File: config.mk
export PLATFORM = sky130hd
export DESIGN_NAME = ens_sequencer
export DESIGN_NICKNAME = d
export VERILOG_FILES = /design/src/rtl/ens_pkg.sv /design/src/rtl/ens_store.sv /design/src/rtl/ens_ready.sv /design/src/rtl/ens_sequencer.sv
export SDC_FILE = /design/constraint.sdc
export NUM_CORES = 1
export LEC_CHECK = 0
export ABC_AREA = 1
export BUFFER_PORTS_ARGS = -buffer_cell sky130_fd_sc_hd__buf_2
export CELL_PAD_IN_SITES_DETAIL_PLACEMENT = 2
export CELL_PAD_IN_SITES_GLOBAL_PLACEMENT = 2
export CORE_ASPECT_RATIO = 1.4
export CORE_MARGIN = 1.5
export CORE_UTILIZATION = 32
export DETAILED_ROUTE_END_ITERATION = 10
export PLACE_DENSITY_LB_ADDON = 0.1
export SYNTH_ARGS = -nofsm -noshare
export SYNTH_HDL_FRONTEND = slang
export SYNTH_SLANG_ARGS = --single-unit
File: constraint.sdc
create_clock -name clk -period 5.7 [get_ports clk]
set_input_delay 0.855 -clock clk [delete_from_list [all_inputs] [get_ports clk]]
set_output_delay 0.855 -clock clk [all_outputs]
set_load 0.1 [all_outputs]
File: src/rtl/ens_pkg.sv
package ens_pkg;
  localparam int unsigned ENV_LIMIT = 16;

  typedef enum logic [1:0] {
    ST_SCAN = 2'd0,
    ST_HOLD = 2'd1,
    ST_IDLE = 2'd2
  } seq_state_e;
endpackage

File: src/rtl/ens_store.sv
module ens_store #(
  parameter int unsigned NUM_ENV = 4,
  parameter int unsigned SLOTS   = 8,
  parameter int unsigned INSTR_W = 16,
  parameter int unsigned ENV_W   = $clog2(NUM_ENV),
  parameter int unsigned SLOT_W  = $clog2(SLOTS)
) (
  input  logic               clk,
  input  logic               rst_n,
  input  logic               prog_we,
  input  logic [ENV_W-1:0]   prog_env,
  input  logic [SLOT_W-1:0]  prog_slot,
  input  logic [INSTR_W-1:0] prog_data,
  input  logic               ms_we,
  input  logic [ENV_W-1:0]   ms_env,
  input  logic [SLOT_W-1:0]  ms_slot,
  input  logic               iss_valid,
  input  logic [ENV_W-1:0]   iss_env,
  input  logic [ENV_W-1:0]   sel_env,
  output logic [INSTR_W-1:0] sel_instr,
  output logic [SLOT_W-1:0]  sel_slot,
  output logic [NUM_ENV-1:0] env_en,
  output logic [NUM_ENV-1:0] env_next_en
);
  localparam int unsigned DEPTH = NUM_ENV * SLOTS;
  localparam int unsigned PC_W  = SLOT_W + 1;

  logic [INSTR_W-1:0] mem_q [DEPTH];
  logic [DEPTH-1:0]   shd_q, shd_d;
  logic [PC_W-1:0]    pc_q  [NUM_ENV];
  logic [SLOT_W-1:0]  pc_slot [NUM_ENV];

  // program words: plain storage, no reset
  always_ff @(posedge clk) begin
    if (prog_we) mem_q[{prog_env, prog_slot}] <= prog_data;
  end

  // presence bits: consume on issue, operand write sets
  always_comb begin
    shd_d = shd_q;
    if (iss_valid) shd_d[{iss_env, pc_slot[iss_env]}] = 1'b0;
    if (ms_we)     shd_d[{ms_env, ms_slot}]           = 1'b1;
  end

  always_ff @(posedge clk or negedge rst_n) begin
    if (!rst_n) shd_q <= '0;
    else        shd_q <= shd_d;
  end

  for (genvar e = 0; e < NUM_ENV; e++) begin : g_env
    logic [PC_W-1:0] nxt;
    logic            adv;
    logic            live;

    assign pc_slot[e]     = pc_q[e][SLOT_W-1:0];
    assign live           = ~pc_q[e][PC_W-1];
    assign nxt            = pc_q[e] + PC_W'(1);
    assign adv            = iss_valid && (iss_env == ENV_W'(e));
    assign env_en[e]      = live && shd_q[{ENV_W'(e), pc_slot[e]}];
    assign env_next_en[e] = ~nxt[PC_W-1] && shd_q[{ENV_W'(e), nxt[SLOT_W-1:0]}];

    always_ff @(posedge clk or negedge rst_n) begin
      if (!rst_n)   pc_q[e] <= '0;
      else if (adv) pc_q[e] <= nxt;
    end

    p_pc_bound_r5: assert property (@(posedge clk) disable iff (!rst_n)
      pc_q[e] <= PC_W'(SLOTS));
    p_end_frozen_r5: assert property (@(posedge clk) disable iff (!rst_n)
      pc_q[e][PC_W-1] |=> $stable(pc_q[e]));
  end

  assign sel_slot  = pc_slot[sel_env];
  assign sel_instr = mem_q[{sel_env, pc_slot[sel_env]}];

  p_issue_enabled_r2: assert property (@(posedge clk) disable iff (!rst_n)
    iss_valid |-> env_en[iss_env]);
endmodule

File: src/rtl/ens_ready.sv
module ens_ready #(
  parameter int unsigned NUM_ENV = 4,
  parameter int unsigned ENV_W   = $clog2(NUM_ENV)
) (
  input  logic             clk,
  input  logic             rst_n,
  input  logic             set_we,
  input  logic [ENV_W-1:0] set_env,
  input  logic             upd_we,
  input  logic [ENV_W-1:0] upd_env,
  input  logic             upd_val,
  output logic             any,
  output logic [ENV_W-1:0] pick
);
  logic [NUM_ENV-1:0] flg_q, flg_d;

  always_comb begin
    flg_d = flg_q;
    if (upd_we) flg_d[upd_env] = upd_val;
    if (set_we) flg_d[set_env] = 1'b1;
  end

  always_ff @(posedge clk or negedge rst_n) begin
    if (!rst_n) flg_q <= '0;
    else        flg_q <= flg_d;
  end

  // lowest index wins
  always_comb begin
    pick = '0;
    for (int i = NUM_ENV - 1; i >= 0; i--) begin
      if (flg_q[i]) pick = ENV_W'(i);
    end
  end
  assign any = |flg_q;

  p_pick_flagged_r9: assert property (@(posedge clk) disable iff (!rst_n)
    any |-> flg_q[pick]);
  p_set_lands_r9: assert property (@(posedge clk) disable iff (!rst_n)
    set_we |=> flg_q[$past(set_env)]);
endmodule

File: src/rtl/ens_sequencer.sv
module ens_sequencer
  import ens_pkg::*;
#(
  parameter int unsigned NUM_ENV = 4,
  parameter int unsigned SLOTS   = 8,
  parameter int unsigned INSTR_W = 16
) (
  input  logic                       clk,
  input  logic                       rst_n,
  input  logic                       mode_vec,
  input  logic                       prog_we,
  input  logic [$clog2(NUM_ENV)-1:0] prog_env,
  input  logic [$clog2(SLOTS)-1:0]   prog_slot,
  input  logic [INSTR_W-1:0]         prog_data,
  input  logic                       ms_we,
  input  logic [$clog2(NUM_ENV)-1:0] ms_env,
  input  logic [$clog2(SLOTS)-1:0]   ms_slot,
  output logic                       out_valid,
  input  logic                       out_ack,
  output logic [INSTR_W-1:0]         out_instr,
  output logic [$clog2(NUM_ENV)-1:0] out_env,
  output logic [$clog2(SLOTS)-1:0]   out_slot
);
  localparam int unsigned ENV_W  = $clog2(NUM_ENV);
  localparam int unsigned SLOT_W = $clog2(SLOTS);

  seq_state_e         state_q, state_d;
  logic [ENV_W-1:0]   ptr_q, ptr_d;
  logic [ENV_W-1:0]   miss_q, miss_d;
  logic [NUM_ENV-1:0] env_en, env_next_en;
  logic [INSTR_W-1:0] sel_instr;
  logic [SLOT_W-1:0]  sel_slot;
  logic               vec_any;
  logic [ENV_W-1:0]   vec_pick;
  logic [ENV_W-1:0]   cand_env;
  logic               cand_ok, iss, vec_miss;
  logic [INSTR_W-1:0] instr_q;
  logic [ENV_W-1:0]   env_q;
  logic [SLOT_W-1:0]  slot_q;

  ens_store #(
    .NUM_ENV(NUM_ENV), .SLOTS(SLOTS), .INSTR_W(INSTR_W),
    .ENV_W(ENV_W), .SLOT_W(SLOT_W)
  ) u_store (
    .clk(clk), .rst_n(rst_n),
    .prog_we(prog_we), .prog_env(prog_env), .prog_slot(prog_slot), .prog_data(prog_data),
    .ms_we(ms_we), .ms_env(ms_env), .ms_slot(ms_slot),
    .iss_valid(iss), .iss_env(cand_env), .sel_env(cand_env),
    .sel_instr(sel_instr), .sel_slot(sel_slot),
    .env_en(env_en), .env_next_en(env_next_en)
  );

  ens_ready #(.NUM_ENV(NUM_ENV), .ENV_W(ENV_W)) u_ready (
    .clk(clk), .rst_n(rst_n),
    .set_we(ms_we), .set_env(ms_env),
    .upd_we(iss || vec_miss), .upd_env(cand_env),
    .upd_val(iss && env_next_en[cand_env]),
    .any(vec_any), .pick(vec_pick)
  );

  assign cand_env = mode_vec ? vec_pick : ptr_q;
  assign cand_ok  = env_en[cand_env] && (vec_any || !mode_vec);
  assign iss      = (state_q == ST_SCAN) && cand_ok;
  assign vec_miss = (state_q == ST_SCAN) && mode_vec && vec_any && !env_en[cand_env];

  always_comb begin
    state_d = state_q;
    ptr_d   = ptr_q;
    miss_d  = miss_q;
    unique case (state_q)
      ST_SCAN: begin
        if (cand_ok) begin
          state_d = ST_HOLD;
          ptr_d   = cand_env + ENV_W'(1);
        end else if (mode_vec) begin
          if (!vec_any && !ms_we) state_d = ST_IDLE;
        end else begin
          ptr_d = ptr_q + ENV_W'(1);
          if (ms_we) begin
            miss_d = '0;
          end else if (miss_q == ENV_W'(NUM_ENV - 1)) begin
            miss_d  = '0;
            state_d = ST_IDLE;
          end else begin
            miss_d = miss_q + ENV_W'(1);
          end
        end
      end
      ST_HOLD: begin
        if (out_ack) begin
          state_d = ST_SCAN;
          miss_d  = '0;
        end
      end
      ST_IDLE: begin
        if (ms_we) begin
          state_d = ST_SCAN;
          miss_d  = '0;
        end
      end
      default: state_d = ST_IDLE;
    endcase
  end

  always_ff @(posedge clk or negedge rst_n) begin
    if (!rst_n) begin
      state_q <= ST_SCAN;
      ptr_q   <= '0;
      miss_q  <= '0;
    end else begin
      state_q <= state_d;
      ptr_q   <= ptr_d;
      miss_q  <= miss_d;
    end
  end

  always_ff @(posedge clk or negedge rst_n) begin
    if (!rst_n) begin
      instr_q <= '0;
      env_q   <= '0;
      slot_q  <= '0;
    end else if (iss) begin
      instr_q <= sel_instr;
      env_q   <= cand_env;
      slot_q  <= sel_slot;
    end
  end

  assign out_valid = (state_q == ST_HOLD);
  assign out_instr = instr_q;
  assign out_env   = env_q;
  assign out_slot  = slot_q;

  p_hold_stable_r3: assert property (@(posedge clk) disable iff (!rst_n)
    (out_valid && !out_ack) |=> (out_valid && $stable(out_instr)
                                 && $stable(out_env) && $stable(out_slot)));
  p_idle_quiet_r8: assert property (@(posedge clk) disable iff (!rst_n)
    (state_q == ST_IDLE && !ms_we) |=> !out_valid);
endmodule

Word-level counts from Yosys, hierarchy flattened --
Memory sizes are Yosys's and may differ from the RTL's. A register that Yosys moved wholly into a read port is not among the register bits. Index checks and enable logic that the tools add are counted.
Word-level totals: logic and storage cells 158, memory bits (writable) 512, bits in registers 63, output and inout port bits 22, memories kept 1
Operators by class: add/subtract/negate cells 7, bitwise logic cells 13, reductions and logical operators 37, $lt $le $gt $ge 17, eq/ne operators 14, mux-type cells 58
Memory list:
- u_store.mem_q | depth 32, width 16, read ports 1, clocked after memory_dff 1, wr ports 1, line ens_store.sv:28 | logic [INSTR_W-1:0] mem_q [DEPTH];
Operators by type and width (number):
- $mux 32 | 2
- $lt 5x6->1 const B | 6
- $mux 2 | 18
- $and 32x32->32 | 1
- $not 32->32 | 1
- $or 32x32->32 | 1
- $bmux 1 s3 | 8
- $logic_and 1x1->1 | 23
- $add 4x1->4 const B | 4
- $mux 1 | 16
- $lt 3x6->1 const B | 2
- $lt 4x6->1 const B | 2
- $pmux 2 s3 | 2
- $demux 1 s5 | 2
- $ge 5x1->1 const B | 2
- $reduce_and 5->1 | 2
- $eq 2x2->1 const B | 4
- $mux 4 | 2
- $ne 4x3->1 const B | 2
- $not 1->1 | 8
- $add 2x1->2 const B | 3
- $bmux 3 s2 | 1
- $lt 2x3->1 const B | 2
- $mux 3 | 2
- 17 further kinds | 30

Logic depth before layout (Yosys ltp) --
Gate-level depths: netlist of the first run.
word-level depth 18, mapped depth 21, gate-level depth less buffers 18

By module --
From an unflattened synthesis of the first run, not the netlist that was laid out.
Unflattened totals: cell total of the unflattened synthesis 2610, area total of the unflattened synthesis 27293.7 µm²
Modules (own cells, without submodules):
- ens_store | cells each 2377, area an instance 25540.7 µm², seq. area each 16575.9 µm², instances 1
- ens_sequencer | cells each 193, area an instance 1486.4 µm², seq. area each 675.6 µm², instances 1
- ens_ready | cells each 40, area an instance 266.5 µm², seq. area each 100.1 µm², instances 1

Least setup slack after synthesis of the first run --
No wires, ideal clock.
path kind input to register, start point input port mode_vec, end point register instr_q[5], in the netlist out_instr[5], read port of u_store.mem_q, data required time 5587 ps, path slack 3225 ps, cell stages on the path 17, arrival time 2362 ps, setup time 113 ps, path buffers 1, cells stage by stage inv_2 > nor2_2 > nand2_2 > nand2_4 > nor2_2 > nand2_1 > nand2_1 > clkinv_1 > nand4_2 > inv_2 > buf_2 > nand2_1 > nand2_1 > nor2_1 > nand3_1 > nand2_1 > inv_1
On the way: cells in the longest elaborated chain, start to end 5, elaborated cells between the ends (all ways) 11, those cells by class 6 x mux; 1 x bitwise; 4 x reduce/logical
Ends and longest elaborated chain:
- from (decl) | line ens_sequencer.sv:10 | input logic mode_vec,
- $mux 2 | line ens_sequencer.sv:61 | assign cand_env = mode_vec ? vec_pick : ptr_q;
- $not 2->3 (implied by the code) / $bmux 1 s2 (equally long branches) | line ens_store.sv:74, ens_sequencer.sv:62
- $bmux 3 s2 / $mux 1 (equally long branches) | line ens_store.sv:74, ens_sequencer.sv:62
- $mux 3 (implied by the code) / $logic_and 1x1->1 (equally long branches) | line ens_store.sv:74, ens_sequencer.sv:62
- $mux 3 (implied by the code) / $logic_and 1x1->1 (equally long branches) | line ens_store.sv:74, ens_sequencer.sv:63
- to (decl) | line ens_sequencer.sv:37 | logic [INSTR_W-1:0] instr_q;
Several ways; a longest one is shown, not always the timed one. The select of a mux whose other input is x is not followed. A chain may end at the register's enable or synchronous reset.

Worst setup path after layout of the first run --
start point register u_store.pc_q[8] in the netlist's numbering, end point register instr_q[9], in the netlist out_instr[9], read port of u_store.mem_q
On the way: cells in the longest elaborated chain, start to end 7, elaborated cells between the ends (all ways) 10, those cells by class 7 x mux; 3 x reduce/logical
Ends and longest elaborated chain:
- from (decl) | line ens_store.sv:30 | logic [PC_W-1:0] pc_q [NUM_ENV];
- from (signal, indexed assignment) | line ens_store.sv:64 | else if (adv) pc_q[e] <= nxt;
- $bmux 1 s3 | line ens_store.sv:59 | assign env_en[e] = live && shd_q[{ENV_W'(e), pc_slot[e]}];
- $mux 1 (implied by the code) | line ens_store.sv:59
- $logic_and 1x1->1 | line ens_store.sv:59
- $bmux 1 s2 | line ens_sequencer.sv:62 | assign cand_ok = env_en[cand_env] && (vec_any || !mode_vec);
- $mux 1 (implied by the code) | line ens_sequencer.sv:62
- $logic_and 1x1->1 | line ens_sequencer.sv:62
- $logic_and 1x1->1 | line ens_sequencer.sv:63 | assign iss = (state_q == ST_SCAN) && cand_ok;
Several ways; a longest one is shown, not always the timed one. The select of a mux whose other input is x is not followed.

==> out/results.txt, run 1 <==
postcts setup bufs - 0
Syn Nets - 2724
Die X - 244 microns
mux contribution to synthesized area - 0%
Max VDD drop - 0.324 mV
CTS tree - yes
final instance count without filler cells - 3847
RSZ-0062 raised after global routing - false
via count - 19.5k
post-cts gate resize count - 0
I/O pins - 54
first-pass GRT wire length - 142000 microns
register bit total from synthesis - 591
GRT Overall Usage - 23.3%
final worst path period need - 4.54 ns
final setup TNS - 0 ns
final antenna-violating net count - 0
WL final - 95800 microns
Synth Area in Adders - 0.432%
power density cells - 587 nW/um^2
Mapped Cells - 2683
commonest non-fill, non-tap cell in the layout - nand2_1
largest net degree at the start of global routing - 77
row count - 123
GP Congestion - 0.807
IO buf count - 53
Pleak - 12.4 nW
Worst Path Max Fanout - 76
max frequency - 0.220 GHz
Core Area - 80500 sq um
status - finished clean
Unique masters post-synth - 36
max_slew headroom - 18.2%
# hold bufs at CTS - 0
crit path DAT - 5.11 ns
Initial Util - 32.4%
Setup crit end kind - flop
Area growth, synth to finish - 14.4%
GR Overflow Total - 0
worst min path class - primary input to async pin
Initial DRC Count - 916
fillers - 8679
post-detail-place hpwl - 60500 microns
Synth warnings - 0
Max H-tree Level - 3
initial antenna violation count - 0
sequential share of the synthesized area - 66.5%
clock sinks - 591
Clk pin slew, worst setup/hold paths - 0.06 ns
final setup vio count - 0
layout cell share with drive strength beyond 1 - 9.12%
Worst Tran Pin Value - 1.23 ns
compound-cell area share of the yosys netlist - 2.56%
Max Cap Viol - 0
Avg Inst Size Synth - 9.73 sq um
Worst-Skew Late Latency - 0.63 ns
Critical Path Source Type - flop
critical path class - flop to flop
nets - 2776
synthesized cell area - 26100 sq um
Die Y - 341 microns
Fin. Hold Viols - 0
CTS Buf Count - 68
clk_skew - 0.0242 ns
drt via density - 5.06
router iterations before antenna repair - 5
dpl cells - 3727
Register Area - 17400 sq um
Die ar. - 83300 sq um
Longest Clk Path Bufs - 3
DRC viols - 0
Synth Area in Simple Gates - 26.2%
Max Slew Vio Count - 0
largest family of logic cells by synthesized area - simple AND/OR/NAND/NOR gates
Root Buffer - clkbuf_16
leading cell types in the layout, fill and taps excluded - nand2_1, edfxtp_1, nand3_1
post-synthesis xor/xnor area fraction - 0.403%
vias in the first global route - 21.6k
DR WL/cell - 24.9 microns
multi-input logic area - 7860 sq um
crit share post-route - 79.7%
critical path data required time - 6.27 ns
==> logic make-up (layout without fill, tap and decap cells) <==
group                    after synthesis  after routing
buffers and inverters                225            326
AND/OR/NAND/NOR                     1726           1726
other                                  0              1
flip-flops                           591            591
XOR/XNOR                              12             12
adder cells (fa/ha/maj)                9              9
AO/OA/AOI/OAI                        120            120
==> through the flow <==
stage / instance area, sq um / hold WS [ns] / setup slack, ns / power (mW) / utilization, %
floorplan: 26100 / 0.452 / 3.23 / 10.5 / -
global placement: 27600 / 0.465 / 0.915 / 13.1 / 34.3
detailed placement: 27600 / 0.470 / 0.856 / 13.3 / 34.3
CTS: 29800 / 0.270 / 1.02 / 17.8 / 37.1
global route: 29800 / 0.301 / 0.792 / 18.7 / 37.1
finish: 29800 / 0.283 / 1.16 / 17.5 / 37.1
==> layer usage <==
layer | track usage [%] | vias up | wire [microns]
met5 | 0 | - | 0
met4 | 6.91 | 0 | 2190
met3 | 2.22 | 111 | 2330
met2 | 44.9 | 268 | 52600
met1 | 26.8 | 10184 | 38700
li1 | - | 8901 | -
==> power breakdown <==
part / total (mW) / switching, mW / internal [mW]
Combinational: 7.76 / 5.89 / 1.88
Sequential: 5.33 / 0.326 / 5.01
Clock: 4.41 / 1.84 / 2.57
Total: 17.5 / 8.05 / 9.46
==> synth_stat cells (all sizes together) <==
master,count,area [sq um]
and3,1,6.26
xnor2,4,35.0
o21bai,1,7.51
dfrtp,79,1980
edfxtp,512,15400
xor2,8,70.1
nand2,1400,5270
buf,85,483
nor2,104,423
ha,9,113
clkinv,5,18.8
o211ai,15,113
a21oi,17,85.1
or2,15,93.8
clkbuf,33,124
nand4,9,62.6
o22ai,1,6.26
inv,102,383
nor3,4,20.0
o21ai,86,457
nand3,193,971
==> critical path, stage by stage (launching register included) <==
cell      delay (ns)
dfrtp_1         0.67
clkinv_1        0.50
nand2_1         0.26
nand3_4         0.57
nand2_4         0.94
buf_12          0.44
nand2_1         0.09
nand2_1         0.07
nand2_1         0.06
nand2_1         0.15
nand2_1         0.15
nand2_1         0.17
nor2_1          0.12
nand3_1         0.14
nand2_1         0.06
inv_1           0.06
==> final timing paths <==
check / start / to / slack (ns) / depth (start not counted)
worst max-delay path: u_store.pc_q[8] / out_instr[9] / 1.16 / 15
max in group asynchronous: rst_n / u_store.pc_q[9] / 4.29 / 2
min in group clk: out_slot[2] / out_slot[2] / 0.48 / 2
worst max register to register: u_store.pc_q[8] / out_instr[9] / 1.16 / 15
worst min-delay path: rst_n / u_store.pc_q[5] / 0.28 / 1
worst min register to register: out_slot[2] / out_slot[2] / 0.48 / 2
==> state kept, by name, summed over array words and instances, names as in the netlist <==
signal and count:
u_store.mem_q 512, u_store.shd_q 32, out_instr 16, u_store.pc_q 16, u_ready.flg_q 4, out_slot 3
miss_q 2, out_env 2, ptr_q 2, state_q 2
==> area by class of cell <==
cell class | instances | share of cell area (%)
Multi-Input combinational cell | 1867 | 26.3
Antenna cell | 1 | 0.00839
Clock inverter | 40 | 1.35
Timing Repair Buffer | 100 | 2.33
Clock buffer | 79 | 6.02
Tap cell | 1062 | 4.45
Inverter | 107 | 1.35
Sequential cell | 591 | 58.2
Power figures use the tool's default switching activity.
==> inputs of run 2 (changes only) <==
--- a/config.mk
+++ b/config.mk
@@ -5,7 +5,7 @@
 export SDC_FILE = /design/constraint.sdc
 export NUM_CORES = 1
 export LEC_CHECK = 0
-export ABC_AREA = 1
+export ABC_AREA = 0
 export BUFFER_PORTS_ARGS = -buffer_cell sky130_fd_sc_hd__buf_2
 export CELL_PAD_IN_SITES_DETAIL_PLACEMENT = 2
 export CELL_PAD_IN_SITES_GLOBAL_PLACEMENT = 2
==> constraint.sdc (replaced) <==
create_clock -name clk -period 4.6 [get_ports clk]
set_input_delay 0.69 -clock clk [delete_from_list [all_inputs] [get_ports clk]]
set_output_delay 0.69 -clock clk [all_outputs]
set_load 0.1 [all_outputs]
==> run 2 against run 1 <==
  * Synthesized area fell by 7.4%
  * Hold slack lost 0.098 ns
  * Count of clock-buffer cells in the layout is 1 lower
  * Maximum frequency is 9.9% higher
  * Synthesized cell count is 38% lower
  * Global-route usage is 1.0 points higher
  * Highest routed layer is now met5
==> out/results.txt, run 2 <==
WP buf/inv - 1 (-2)
first-pass GRT wire length - 132000 microns (-7.0%)
final setup TNS - 0 ns (unchanged)
WL final - 92300 microns (-3.7%)
clock sinks - 591 (unchanged)
largest net degree at the start of global routing - 57 (-26%)
Cell Chain, Critical Path - nand2b_2 -> o211ai_2 -> mux2_2 -> mux2_4 -> buf_4 -> nand2_1 -> nand2_1 -> a2111oi_1 -> a41oi_1
clk_skew - 0.0227 ns (-0.00143 ns)
Syn Nets - 1717 (-37%)
Final Instance Area - 27900 sq um (-6.4%)
Biggest register - u_store.mem_q
register bit total from synthesis - 591 (unchanged)
most used flip-flop cell after synthesis - edfxtp_1
dpl cells - 2671 (-28%)
crit share post-route - 89.8% (+10 points)
initial antenna violation count - 4 (+4)
postcts setup bufs - 0 (unchanged)
IO buf count - 53 (unchanged)
synthesized cell area - 24200 sq um (-7.4%)
# hold bufs at CTS - 0 (unchanged)
commonest non-fill, non-tap cell in the layout - edfxtp_1
max_slew headroom - 23.9% (+5.7 points)
final setup vio count - 0 (unchanged)
Die X - 235 microns (-3.7%)
most common cell in the synthesized netlist - edfxtp_1
Longest Clk Path Bufs - 3 (unchanged)
largest registers - u_store.mem_q: 512 flops, u_store.shd_q: 32 flops
Initial Util - 32.2% (-0.23 points)
GR Overflow Total - 0 (unchanged)
Core Area - 75000 sq um (-6.8%)
Most common cell on crit path - nand2_1
leading cell types in the layout, fill and taps excluded - edfxtp_1, nand2_1, o21ai_0
Setup crit end kind - flop
Pleak - 9.32 nW (-25%)
Initial DRC Count - 1035 (+13%)
most area-consuming cells after synthesis - edfxtp_1, dfrtp_1, mux2i_1, nand2_1, o21ai_0
Mapped Cells - 1676 (-38%)
Worst-Skew Late Latency - 0.64 ns (about the same)
CTS Buf Count - 61 (-10%)
Root Buffer - clkbuf_16
Synth warnings - 0 (unchanged)
router iterations before antenna repair - 7 (+2)
share of the synthesized area in the top cell type - 63.7% (+4.7 points)
final worst path period need - 4.13 ns (-0.411 ns)
critical path class - flop to flop
Fin. Hold Viols - 0 (unchanged)
max frequency - 0.242 GHz (+9.9%)
nets - 1807 (-35%)
drt via density - 5.53 (+9.3%)
DR WL/cell - 33.2 microns (+33%)
worst min path class - primary input to async pin
Max VDD drop - 0.410 mV (+27%)
Area growth, synth to finish - 15.7%
DRC viols - 0 (unchanged)
Unique masters post-synth - 69 (+92%)
placed cell areas - 26000 sq um (-5.9%)
critical path data required time - 5.06 ns (-1.21 ns)
Die Y - 328 microns (-3.8%)
CTS tree - yes
Max Slew Vio Count - 0 (unchanged)
Clk pin slew, worst setup/hold paths - 0.06 ns (about the same)
Die ar. - 77200 sq um (-7.4%)
status - finished clean
RSZ-0062 raised after global routing - false
DRT met1 WL - 39100 microns (+1.1%)
WL met3 - 2680 microns (+15%)
met2 WL - 48500 microns (-8.0%)
vias in the first global route - 17.0k (-22%)
EDFF count, synth - 512 (unchanged)
layout cell share with drive strength beyond 1 - 16.0% (+6.9 points)
Worst path max stage delay - 1.01 ns (+0.07 ns)
CP max stage cell - a2111oi_1
uppermost layer routed - met5
CP top delay family - compound AO/OA/AOI/OAI gates
post-cts gate resize count - 0 (unchanged)
Avg Inst Size Synth - 14.4 sq um (+48%)
Worst Tran Pin Value - 1.14 ns (-0.0865 ns)
post-detail-place hpwl - 62300 microns (+3.0%)
Worst Path Max Fanout - 20 (-74%)
via count - 15.4k (-21%)
GRT Overall Usage - 24.3% (+1.0 points)
I/O pins - 54 (unchanged)
Critical Path Source Type - flop
Max Cap Viol - 0 (unchanged)
Power Total - 19.5 mW (+11%)
crit path DAT - 4.59 ns (-0.52 ns)
sequential share of the synthesized area - 71.8% (+5.3 points)
final antenna-violating net count - 0 (unchanged)
Max H-tree Level - 2 (-1)
Synth top cells by count - edfxtp_1, nand2_1, mux2i_1, o21ai_0, a21oi_1
GP Congestion - 0.827 (+2.5%)
max reg flops - 512 (unchanged)
final instance count without filler cells - 2784 (-28%)
row count - 119 (-3.3%)
largest area contributor in the netlist - edfxtp_1
Async S/R FF share, synth - 13.4% (unchanged)
power density cells - 697 nW/um^2 (+19%)
[run 2: cell count changes after synthesis, moves of 19 or more]
cell	change
nand2_1	-1182
nand3_1	-144
mux2i_1	+88
inv_1	-81
a21oi_1	+70
o22ai_1	+29
a22oi_1	+28
buf_2	-23
buf_4	-20
mux2_2	+19
[run 2: cell type report]
class | instances | area (sq um)
flip-flops and latches | 591 | 17400
repair buffers | 117 | 786
fillers | 7578 | 47100
clock inverters | 33 | 313
inverters | 14 | 52.6
clock buffers | 78 | 1620
well taps | 968 | 1210
multi-input cells | 981 | 6600
diodes | 2 | 5.00
[run 2: kinds of logic (layout without fill, tap and decap cells)]
logic type,Yosys count,in the layout,share of synthesized area [%]
other,0,2,0
AO/OA/AOI/OAI,383,383,10.6
buffers and inverters,104,242,1.87
XOR/XNOR,15,15,0.544
adder cells (fa/ha/maj),9,9,0.466
flip-flops,591,591,71.8
AND/OR/NAND/NOR,447,447,8.33
multiplexers,127,127,6.34
[run 2: per-stage QoR]
stage / setup slack, ns / hold slack [ns] / utilization [%]
2_1_floorplan: 1.44 / 0.394 / -
3_5_place_dp: 0.137 / 0.502 / 34.6
3_3_place_gp: 0.00372 / 0.489 / 34.6
4_1_cts: 0.473 / 0.198 / 37.2
6_report: 0.468 / 0.185 / 37.2
5_1_grt: 0.363 / 0.219 / 37.2
[run 2: per-layer routing]
metal	up-vias	GRT usage, %
met5	-	0
met4	4	6.38
met3	103	2.50
met2	264	44.3
met1	8320	30.6
li1	6699	-
[run 2: final timing paths]
path                                   from            end  slack (ns)  depth (start not counted)
max                        u_ready.flg_q[1]  out_instr[12]        0.47                          9
min                                   rst_n    out_slot[1]        0.18                          1
max reg2reg                u_ready.flg_q[1]  out_instr[12]        0.47                          9
min reg2reg                     out_slot[0]    out_slot[0]        0.50                          2
max in group asynchronous             rst_n       ptr_q[0]        3.39                          2
min in group clk                   mode_vec       ptr_q[0]        0.36                          2
[run 2: where the power goes]
| group | switching [mW] | internal (mW) | total (mW) |
|---|---|---|---|
| Clock | 2.15 | 2.81 | 4.96 |
| Combinational | 5.33 | 2.49 | 7.82 |
| Sequential | 0.494 | 6.21 | 6.70 |
==> inputs of run 3 (changes only) <==
--- a/config.mk
+++ b/config.mk
@@ -5,13 +5,13 @@
 export SDC_FILE = /design/constraint.sdc
 export NUM_CORES = 1
 export LEC_CHECK = 0
-export ABC_AREA = 0
+export ABC_AREA = 1
 export BUFFER_PORTS_ARGS = -buffer_cell sky130_fd_sc_hd__buf_2
 export CELL_PAD_IN_SITES_DETAIL_PLACEMENT = 2
 export CELL_PAD_IN_SITES_GLOBAL_PLACEMENT = 2
 export CORE_ASPECT_RATIO = 1.4
 export CORE_MARGIN = 1.5
-export CORE_UTILIZATION = 32
+export CORE_UTILIZATION = 24
 export DETAILED_ROUTE_END_ITERATION = 10
 export PLACE_DENSITY_LB_ADDON = 0.1
 export SYNTH_ARGS = -nofsm -noshare
==> constraint.sdc (replaced) <==
create_clock -name clk -period 4.6 [get_ports clk]
set_input_delay 0.92 -clock clk [delete_from_list [all_inputs] [get_ports clk]]
set_output_delay 0.92 -clock clk [all_outputs]
set_load 0.1 [all_outputs]
==> run 3 against run 2 <==
  * Count of clock-buffer cells in the layout is 20 higher
  * Global-route usage down 4.7 points
  * Via count is 27% higher
  * Maximum frequency grew 13%
  * Die area increased by 44%
  * Critical endpoint is now u_store.shd_q[15]
  * Highest routed layer unchanged
==> out/results.txt, run 3 (synthesized netlist as in run 1, its figures left out) <==
status - finished clean
row count - 142 (+19%)
Biggest register - u_store.mem_q
worst reg2reg path endpoint - u_store.shd_q[15]
Worst Tran Pin Value - 0.992 ns (-0.147 ns)
Max Cap Viol - 0 (unchanged)
Final Instance Area - 30800 sq um (+10%)
Max Slew Vio Count - 0 (unchanged)
layout cell share with drive strength beyond 1 - 10.2% (-5.7 points)
clock power share - 24.5% (-0.9 points)
Initial DRC Count - 892 (-14%)
postcts setup bufs - 0 (unchanged)
multi-input logic area - 7830 sq um (+19%)
post-detail-place hpwl - 69000 microns (+11%)
critical path class - flop to flop
Pleak - 12.7 nW (+36%)
Setup crit end kind - flop
CTS Buf Count - 70 (+15%)
max_slew headroom - 33.9% (+10 points)
Die ar. - 111000 sq um (+44%)
commonest non-fill, non-tap cell in the layout - nand2_1
final worst path period need - 3.66 ns (-0.469 ns)
GRT Overall Usage - 19.6% (-4.7 points)
Area growth, synth to finish - 18.0%
fillers - 11.9k (+57%)
DRC viols - 0 (unchanged)
GP Congestion - 0.779 (-5.8%)
Register Area - 17400 sq um (unchanged)
Die Y - 393 microns (+20%)
placed cell areas - 28600 sq um (+9.8%)
sequential power share - 29.1% (-5.3 points)
Root Buffer - clkbuf_16
final setup vio count - 0 (unchanged)
Max H-tree Level - 3 (+1)
leading cell types in the layout, fill and taps excluded - nand2_1, edfxtp_1, nand3_1
nets - 2826 (+56%)
post-cts gate resize count - 0 (unchanged)
crit share post-route - 79.6% (-10 points)
first-pass GRT wire length - 154000 microns (+16%)
via count - 19.5k (+27%)
Internal - 12.2 mW (+6.2%)
largest net degree at the start of global routing - 94 (+65%)
Fin. Hold Viols - 0 (unchanged)
Core Area - 107000 sq um (+43%)
Final WS setup - 0.937 ns (+0.469 ns)
CTS tree - yes
Worst R2R Start - u_store.pc_q[4]
RSZ-0062 raised after global routing - false
DR WL/cell - 24.7 microns (-25%)
drt via density - 4.56 (-18%)
max frequency - 0.273 GHz (+13%)
worst min path class - primary input to async pin
critical path data required time - 5.07 ns (about the same)
max reg flops - 512 (unchanged)
router iterations before antenna repair - 4 (-3)
Clk pin slew, worst setup/hold paths - 0.06 ns (about the same)
I/O pins - 54 (unchanged)
clock sinks - 591 (unchanged)
Longest Clk Path Bufs - 3 (unchanged)
power density cells - 737 nW/um^2 (+5.7%)
crit path DAT - 4.14 ns (-0.45 ns)
cells on worst reg2reg path - 13 (+4)
largest registers - u_store.mem_q: 512 flops, u_store.shd_q: 32 flops
Max VDD drop - 0.557 mV (+36%)
Initial Util - 24.3% (-7.9 points)
GR Overflow Total - 0 (unchanged)
Worst Path Max Fanout - 15 (-25%)
vias in the first global route - 21.7k (+28%)
pre-CTS WS - 0.604 ns (+0.466 ns)
WL final - 106000 microns (+15%)
Critical Path Source Type - flop
Worst-Skew Late Latency - 0.65 ns (about the same)
Die X - 282 microns (+20%)
Power Total - 22.7 mW (+16%)
power share of the combinational group - 46.4% (+6.3 points)
clk_skew - 0.0234 ns (+0.000622 ns)
# hold bufs at CTS - 0 (unchanged)
Net Switching - 10.5 mW (+31%)
IO buf count - 53 (unchanged)
sw frac - 46.1% (+5.2 points)
final antenna-violating net count - 0 (unchanged)
final setup TNS - 0 ns (unchanged)
R2R setup slack - 0.94 ns (+0.47 ns)
initial antenna violation count - 12 (+8)
-- run 3: area by class of cell --
type | count | share of cell area, %
diodes | 3 | 0.0244
flip-flops and latches | 591 | 56.4
inverters | 107 | 1.30
well taps | 1440 | 5.85
repair buffers | 148 | 3.80
clock inverters | 30 | 0.923
clock buffers | 98 | 6.30
multi-input cells | 1867 | 25.4
-- run 3: how the worst max path moves through the flow --
| stage | end | slack (ns) | cells past startpoint | start |
|---|---|---|---|---|
| 6_report | u_store.shd_q[15] | 0.94 | 13 | u_store.pc_q[4] |
| 5_1_grt | u_store.shd_q[15] | 0.51 | 13 | u_store.pc_q[4] |
| 4_1_cts | u_store.shd_q[15] | 0.81 | 13 | u_store.pc_q[4] |
| 3_5_place_dp | u_store.shd_q[15] | 0.60 | 12 | mode_vec |
| 3_3_place_gp | u_store.shd_q[19] | 0.70 | 12 | mode_vec |
| 2_1_floorplan | out_instr[5] | 2.06 | 17 | mode_vec |
-- run 3: metrics by stage --
| stage | util [%] | hold slack [ns] | cells |
|---|---|---|---|
| after floorplan | - | 0.452 | 2683 |
| after CTS | 28.6 | 0.143 | 4281 |
| after global routing | 28.6 | 0.174 | 4281 |
| after detailed placement | 26.6 | 0.488 | 4153 |
| final | 28.6 | 0.181 | 4284 |
| after global placement | 26.6 | 0.475 | 4153 |
-- run 3: critical path: stages (launching register included) --
cell      delay, ns
dfrtp_1        0.62
clkinv_1       0.41
nand2_1        0.14
o211ai_1       0.12
nand2_1        0.10
inv_1          0.05
nand3_1        0.12
nand2_1        0.07
nor2_1         0.13
nand4_1        0.15
inv_2          0.52
nand2_1        0.57
o21ai_0        0.32
o21ai_0        0.15
-- run 3: per-layer routing --
metal	global-route usage (%)	vias up	part of all wire (%)
li1	-	9006	-
met1	22.3	10117	40
met2	37.1	263	54
met3	2.47	128	3.0
met4	6.55	6	2.9
met5	0	-	0.039
-- run 3: power groups by stage --
stage / clock network (mW) / registers (mW) / logic [mW]
final: 5.57 / 6.60 / 10.5
after CTS: 5.77 / 6.62 / 11.0
after global placement: 0 / 6.71 / 10.8
after detailed placement: 0 / 6.72 / 10.9
after floorplan: 0 / 7.16 / 5.82
after global routing: 5.94 / 6.65 / 11.8
